--- src/rtl/capture_trig_pkg.sv ---
package capture_trig_pkg;

  typedef enum logic [1:0] {
    ST_WAIT    = 2'd0,
    ST_DELAY   = 2'd1,
    ST_CAPTURE = 2'd2
  } trigState_t;

  // Strobes from the control FSM to the counter datapath
  typedef struct packed {
    logic loadDelay;
    logic stepDelay;
    logic loadLength;
    logic stepLength;
  } trigStrobe_t;

endpackage

--- src/rtl/capture_trig_datapath.sv ---
module capture_trig_datapath
  import capture_trig_pkg::*;
#(
  parameter int NUM_IN  = 4,
  parameter int SEL_W   = 2,
  parameter int DELAY_W = 16,
  parameter int LEN_W   = 16
) (
  input  logic               clk,
  input  logic               rstN,
  input  logic [NUM_IN-1:0]  digIn,
  input  logic [SEL_W-1:0]   extSel,
  input  logic               extFalling,
  input  logic [DELAY_W-1:0] delayCycles,
  input  logic [LEN_W-1:0]   recordLen,
  input  trigStrobe_t        strb,
  output logic               extEdge,
  output logic               cfgDelayZero,
  output logic               delayDone,
  output logic               lengthDone
);

  logic [NUM_IN-1:0]  syncA, syncB, syncC;
  logic [NUM_IN-1:0]  riseVec, fallVec;
  logic [DELAY_W-1:0] delayCnt;
  logic [LEN_W-1:0]   lenCnt;

  // Two synchronizer stages plus one history stage for edge detection
  always_ff @(posedge clk) begin
    if (!rstN) begin
      syncA <= '0;
      syncB <= '0;
      syncC <= '0;
    end else begin
      syncA <= digIn;
      syncB <= syncA;
      syncC <= syncB;
    end
  end

  for (genvar i = 0; i < NUM_IN; i++) begin : g_edge
    assign riseVec[i] = syncB[i] & ~syncC[i];
    assign fallVec[i] = ~syncB[i] & syncC[i];

    AST_RISE_SYNCED: assert property (@(posedge clk) disable iff (!rstN)
      riseVec[i] |-> ($past(digIn[i], 2) && !$past(digIn[i], 3)));
  end

  assign extEdge = extFalling ? fallVec[extSel] : riseVec[extSel];

  assign cfgDelayZero = (delayCycles == '0);

  always_ff @(posedge clk) begin
    if (!rstN) begin
      delayCnt <= '0;
    end else if (strb.loadDelay) begin
      delayCnt <= delayCycles - DELAY_W'(1);
    end else if (strb.stepDelay) begin
      delayCnt <= delayCnt - DELAY_W'(1);
    end
  end

  always_ff @(posedge clk) begin
    if (!rstN) begin
      lenCnt <= '0;
    end else if (strb.loadLength) begin
      lenCnt <= recordLen;
    end else if (strb.stepLength) begin
      lenCnt <= lenCnt - LEN_W'(1);
    end
  end

  assign delayDone  = (delayCnt == '0);
  assign lengthDone = (lenCnt == '0);

endmodule

--- src/rtl/capture_trig_ctrl.sv ---
module capture_trig_ctrl
  import capture_trig_pkg::*;
(
  input  logic        clk,
  input  logic        rstN,
  input  logic        acqEnable,
  input  logic        autoMode,
  input  logic        extMode,
  input  logic        forceTrig,
  input  logic        sampleStrobe,
  input  logic        extEdge,
  input  logic        cfgDelayZero,
  input  logic        delayDone,
  input  logic        lengthDone,
  output trigStrobe_t strb,
  output logic        captureEn,
  output logic        waiting
);

  trigState_t state, nextState, armState;
  logic       trigHit;

  // Automatic mode dominates; force works in any mode
  assign trigHit  = autoMode | (extMode & extEdge) | forceTrig;
  assign armState = cfgDelayZero ? ST_CAPTURE : ST_DELAY;

  always_comb begin
    nextState = state;
    strb      = '0;
    case (state)
      ST_WAIT: begin
        if (trigHit) begin
          nextState       = armState;
          strb.loadLength = cfgDelayZero;
          strb.loadDelay  = !cfgDelayZero;
        end
      end
      ST_DELAY: begin
        if (delayDone) begin
          nextState       = ST_CAPTURE;
          strb.loadLength = 1'b1;
        end else begin
          strb.stepDelay = 1'b1;
        end
      end
      ST_CAPTURE: begin
        if (sampleStrobe) begin
          if (!lengthDone) begin
            strb.stepLength = 1'b1;
          end else if (autoMode) begin
            nextState       = armState;
            strb.loadLength = cfgDelayZero;
            strb.loadDelay  = !cfgDelayZero;
          end else begin
            nextState = ST_WAIT;
          end
        end
      end
      default: nextState = ST_WAIT;
    endcase
    if (!acqEnable) begin
      nextState = ST_WAIT;
      strb      = '0;
    end
  end

  always_ff @(posedge clk) begin
    if (!rstN) state <= ST_WAIT;
    else       state <= nextState;
  end

  assign captureEn = (state == ST_CAPTURE);
  assign waiting   = acqEnable && (state == ST_WAIT);

  AST_OFF_STOPS: assert property (@(posedge clk) disable iff (!rstN)
    !acqEnable |=> !captureEn);

  AST_LAST_SAMPLE_ENDS: assert property (@(posedge clk) disable iff (!rstN)
    (captureEn && sampleStrobe && lengthDone && !autoMode) |=> !captureEn);

  AST_SEAMLESS_AUTO: assert property (@(posedge clk) disable iff (!rstN)
    (captureEn && sampleStrobe && lengthDone && autoMode && cfgDelayZero && acqEnable)
      |=> captureEn);

  AST_AUTO_NO_IDLE: assert property (@(posedge clk) disable iff (!rstN)
    (autoMode && acqEnable && waiting) |=> !waiting);

  AST_BUSY_IGNORES: assert property (@(posedge clk) disable iff (!rstN)
    (state == ST_DELAY && !delayDone && acqEnable) |=> (state == ST_DELAY));

  AST_ZERO_DELAY_START: assert property (@(posedge clk) disable iff (!rstN)
    (waiting && forceTrig && cfgDelayZero) |=> captureEn);

endmodule

--- src/rtl/acq_trigger_ctrl.sv ---
module acq_trigger_ctrl
  import capture_trig_pkg::*;
#(
  parameter int NUM_IN  = 4,
  parameter int DELAY_W = 16,
  parameter int LEN_W   = 16,
  localparam int SEL_W  = (NUM_IN > 1) ? $clog2(NUM_IN) : 1
) (
  input  logic               clk,
  input  logic               rstN,
  input  logic               acqEnable,
  input  logic               autoMode,
  input  logic               extMode,
  input  logic [SEL_W-1:0]   extSel,
  input  logic               extFalling,
  input  logic               forceTrig,
  input  logic [DELAY_W-1:0] delayCycles,
  input  logic [LEN_W-1:0]   recordLen,
  input  logic [NUM_IN-1:0]  digIn,
  input  logic               sampleStrobe,
  output logic               captureEn,
  output logic               waiting
);

  trigStrobe_t strb;
  logic        extEdge, cfgDelayZero, delayDone, lengthDone;

  capture_trig_datapath #(
    .NUM_IN (NUM_IN),
    .SEL_W  (SEL_W),
    .DELAY_W(DELAY_W),
    .LEN_W  (LEN_W)
  ) u_datapath (
    .clk         (clk),
    .rstN        (rstN),
    .digIn       (digIn),
    .extSel      (extSel),
    .extFalling  (extFalling),
    .delayCycles (delayCycles),
    .recordLen   (recordLen),
    .strb        (strb),
    .extEdge     (extEdge),
    .cfgDelayZero(cfgDelayZero),
    .delayDone   (delayDone),
    .lengthDone  (lengthDone)
  );

  capture_trig_ctrl u_ctrl (
    .clk         (clk),
    .rstN        (rstN),
    .acqEnable   (acqEnable),
    .autoMode    (autoMode),
    .extMode     (extMode),
    .forceTrig   (forceTrig),
    .sampleStrobe(sampleStrobe),
    .extEdge     (extEdge),
    .cfgDelayZero(cfgDelayZero),
    .delayDone   (delayDone),
    .lengthDone  (lengthDone),
    .strb        (strb),
    .captureEn   (captureEn),
    .waiting     (waiting)
  );

endmodule

--- config.mk ---
export PLATFORM = sky130hd
export DESIGN_NAME = acq_trigger_ctrl
export DESIGN_NICKNAME = d
export VERILOG_FILES = /design/src/rtl/capture_trig_pkg.sv /design/src/rtl/capture_trig_datapath.sv /design/src/rtl/capture_trig_ctrl.sv /design/src/rtl/acq_trigger_ctrl.sv
export SDC_FILE = /design/constraint.sdc
export NUM_CORES = 1
export LEC_CHECK = 0
export BUFFER_PORTS_ARGS = -buffer_cell sky130_fd_sc_hd__buf_2
export CAP_MARGIN = 20
export CORE_MARGIN = 2
export CORE_UTILIZATION = 40
export DETAILED_ROUTE_END_ITERATION = 6
export GPL_TIMING_DRIVEN = 1
export PLACE_DENSITY = 0.57
export SKIP_CTS_REPAIR_TIMING = 1
export SKIP_LAST_GASP = 1
export SLEW_MARGIN = 10
export SYNTH_ARGS = -nofsm -noshare
export SYNTH_HDL_FRONTEND = slang
export SYNTH_SLANG_ARGS = --single-unit
--- constraint.sdc ---
create_clock -name clk -period 4.35 [get_ports clk]
set_input_delay 0 -clock clk [delete_from_list [all_inputs] [get_ports clk]]
set_output_delay 0 -clock clk [all_outputs]
set_load 0.01 [all_outputs]
==> run summary <==
status - complete, but fails checks
failing checks - negative hold slack
Synth top area share - 30.8%
ant diodes - 0
post-synthesis async set-or-reset flop share - 0%
Leak - 1.29 nW
layout cell share with drive strength beyond 1 - 20.5%
Final Power - 944 uW
Crit. Startpoint - u_datapath.lenCnt[2]
minimum clock period - 3850 ps
number of synthesized flops with an enable pin - 0
routability cong. - 0.866
gr ovfl total - 0
WP depth - 12
Largest stage delay, worst path - 590 ps
Syn Inst Count - 348
vias in the first global route - 2,724
Port Buffers - 47
top post-synthesis cells by area - dfxtp_1 31%, a21oi_1 3.7%, xnor2_1 3.5%
Seq cells post-synth - 46
clk sinks - 46
Worst Path Class, Setup - flop to flop
syn_nets - 397
PwrDens - 268 nW/um^2
H-tree lvl count - 2
Least-Margin Pin Slew - 885 ps
final instance area - 3520 sq um
most common cell in the netlist - dfxtp_1
CTS clk-pin slew, worst paths - 90 ps
HPWL after DPL - 5.79 mm
DRC Markers - 0
hold path depth - 3
Max Slew Vio Count - 0
CP cell instances - or4_4, or2b_1, o31ai_2, o211ai_2, nor2_1, mux2i_1, ha_1, nand3_1, nor4_1, xor2_1, a21oi_1, a211oi_1
DRT iter0 DRCs - 107
Avg Cell Area, Syn - 8.58 sq um
CP top delay family - simple AND/OR/NAND/NOR gates
RSZ-0062 raised after global routing - false
Seq/Total Area, Yosys - 30.8%
Worst EP required - 4540 ps
post-synth top area cell - dfxtp_1
HP Start - recordLen[4]
initial antenna violation count - 0
Post-synth top cells - 46 x dfxtp_1, 22 x a21oi_1, 17 x nor2_1
CTS buffer count - 5
Site Rows - 31
first-pass GRT wire length - 13.1 mm
WP buf/inv - 0
clock root buffer - clkbuf_8
CTS tree - done
Final nets - 453
core footprint - 7250 sq um
final-report hold violation count - 1
reg2reg end - u_datapath.delayCnt[12]
Max Clock Skew - 8.98 ps
FF-to-FF Start - u_datapath.lenCnt[2]
Worst-Skew Late Latency - 300 ps
area growth from synthesis to layout - 17.9%
Final Cycle Share - 88.5%
vias - 2,939
Die H - 90.4 microns
Post-synth top flop - dfxtp_1
minimum hold slack - -0.373 ps
Mapped Area - 2990 sq um
worst-path fanout max - 13
Hold/Removal Path Class - primary input to flop
drt pass-1 iters - 4
Post-Place Setup Slack - 545 ps
gr usage total - 19.3%
number of max-cap violations - 0
setup tns final - 0 ps
Max Freq - 260 MHz
drt wl/cell - 16.2 microns
minimum setup slack among reg-to-reg paths - 500 ps
Initial Util - 41.2%
Die X-Extent - 90.4 microns
Detail Route Antenna Nets - 0
Via density - 5.83
final setup violation count - 0
CP max-delay cell - or4_4
Crit. End Element - flop
yosys warns - 0
clk buf depth - 2
routed wire length - 8.14 mm
Peak VDD IR - 117 uV
Die ar. - 8170 sq um
Crit path arrival time - 4040 ps
Netlist cell types - 71
crit path launch type - flop
Cell Area, Placed - 3230 sq um
largest net degree at the start of global routing - 28
Worst Reg-to-Reg Cells - 12
# fillers - 724
Worst Slack Setup Final - 499 ps
Worst Hold End - u_datapath.lenCnt[4]
I/O pin total - 48
Worst slew margin - 40.6%
## where the power goes
part           switching, mW  internal [mW]  total [mW]
Clock                  0.154          0.114       0.267
Combinational          0.115         0.0919       0.207
Sequential            0.0255          0.444       0.469
## state kept, by name, indices dropped and copies added, names as in the netlist
name                 cells
u_ctrl.state             2
u_datapath.delayCnt     16
u_datapath.lenCnt       16
u_datapath.syncA         4
u_datapath.syncB         4
u_datapath.syncC         4
## cell families (layout without fill, tap and decap cells)
family,count (synthesis),after routing,share of synthesized area (%)
flops,46,46,30.8
fa+ha+maj,3,3,1.26
simple gates,126,126,25.1
mux,7,7,2.77
buf+inv,32,89,6.16
xor+xnor,17,17,4.99
compound gates,117,117,28.9
## worst max path at each step
stage,endpoint,slack [ps]
after CTS,u_datapath.delayCnt[12],520
after global placement,u_datapath.delayCnt[12],690
after global routing,u_datapath.delayCnt[12],120
after detailed placement,u_datapath.delayCnt[12],550
after floorplan,u_datapath.delayCnt[12],800
final,u_datapath.delayCnt[12],500
## worst register-to-register path: stages, from the launching register on
cell and delay (ps):
dfxtp_1 380, or4_4 590, or2b_1 390, o31ai_2 350, o211ai_2 150, nor2_1 360
mux2i_1 260, ha_1 380, nand3_1 140, nor4_1 310, xor2_1 180, a21oi_1 60
a211oi_1 200
## cells in the final DEF, fill, tap and decap left out, types with 5 or more instances in the layout
master / synthesis / layout
buf_2: 1 / 47
dfxtp_1: 46 / 46
a21oi_1: 22 / 22
dlygate4sd3_1: 0 / 21
nor2_1: 17 / 17
nor4_1: 16 / 16
o21ai_0: 15 / 15
nand2_1: 14 / 14
xnor2_1: 12 / 12
and2_1: 12 / 12
o21ai_1: 11 / 11
nand3_1: 10 / 10
nor3_1: 10 / 10
or3_1: 9 / 9
inv_1: 8 / 8
o211ai_1: 8 / 8
o31a_1: 7 / 7
nor2b_1: 6 / 6
mux2i_1: 6 / 6
o2111ai_1: 6 / 6
xor2_1: 5 / 5
a211oi_1: 5 / 5
a31oi_1: 5 / 5
clkbuf_8: 1 / 5
## cell type report
type	count	area [sq um]	area share, %
Multi-Input combinational cell	270	1880	53.4
Sequential cell	46	921	26.1
Timing Repair Buffer	72	475	13.5
Tap cell	99	124	3.52
Clock buffer	6	72.6	2.06
Inverter	9	33.8	0.959
Clock inverter	2	13.8	0.391
## per-layer routing
| metal | GRT usage (%) | wire length (microns) | vias to the layer above |
|---|---|---|---|
| met5 | 0 | 0 | - |
| met4 | 4.62 | 85 | 0 |
| met3 | 3.09 | 323 | 8 |
| met2 | 34.1 | 4000 | 68 |
| met1 | 24.5 | 3730 | 1401 |
| li1 | - | - | 1462 |
## metrics by stage
stage               std cells  util (%)
global route              504      48.6
global placement          475      44.5
detailed placement        475      44.5
CTS                       483      45.7
finish                    504      48.6
floorplan                 348         -
Note: power is estimated with default switching activity, not from simulation.
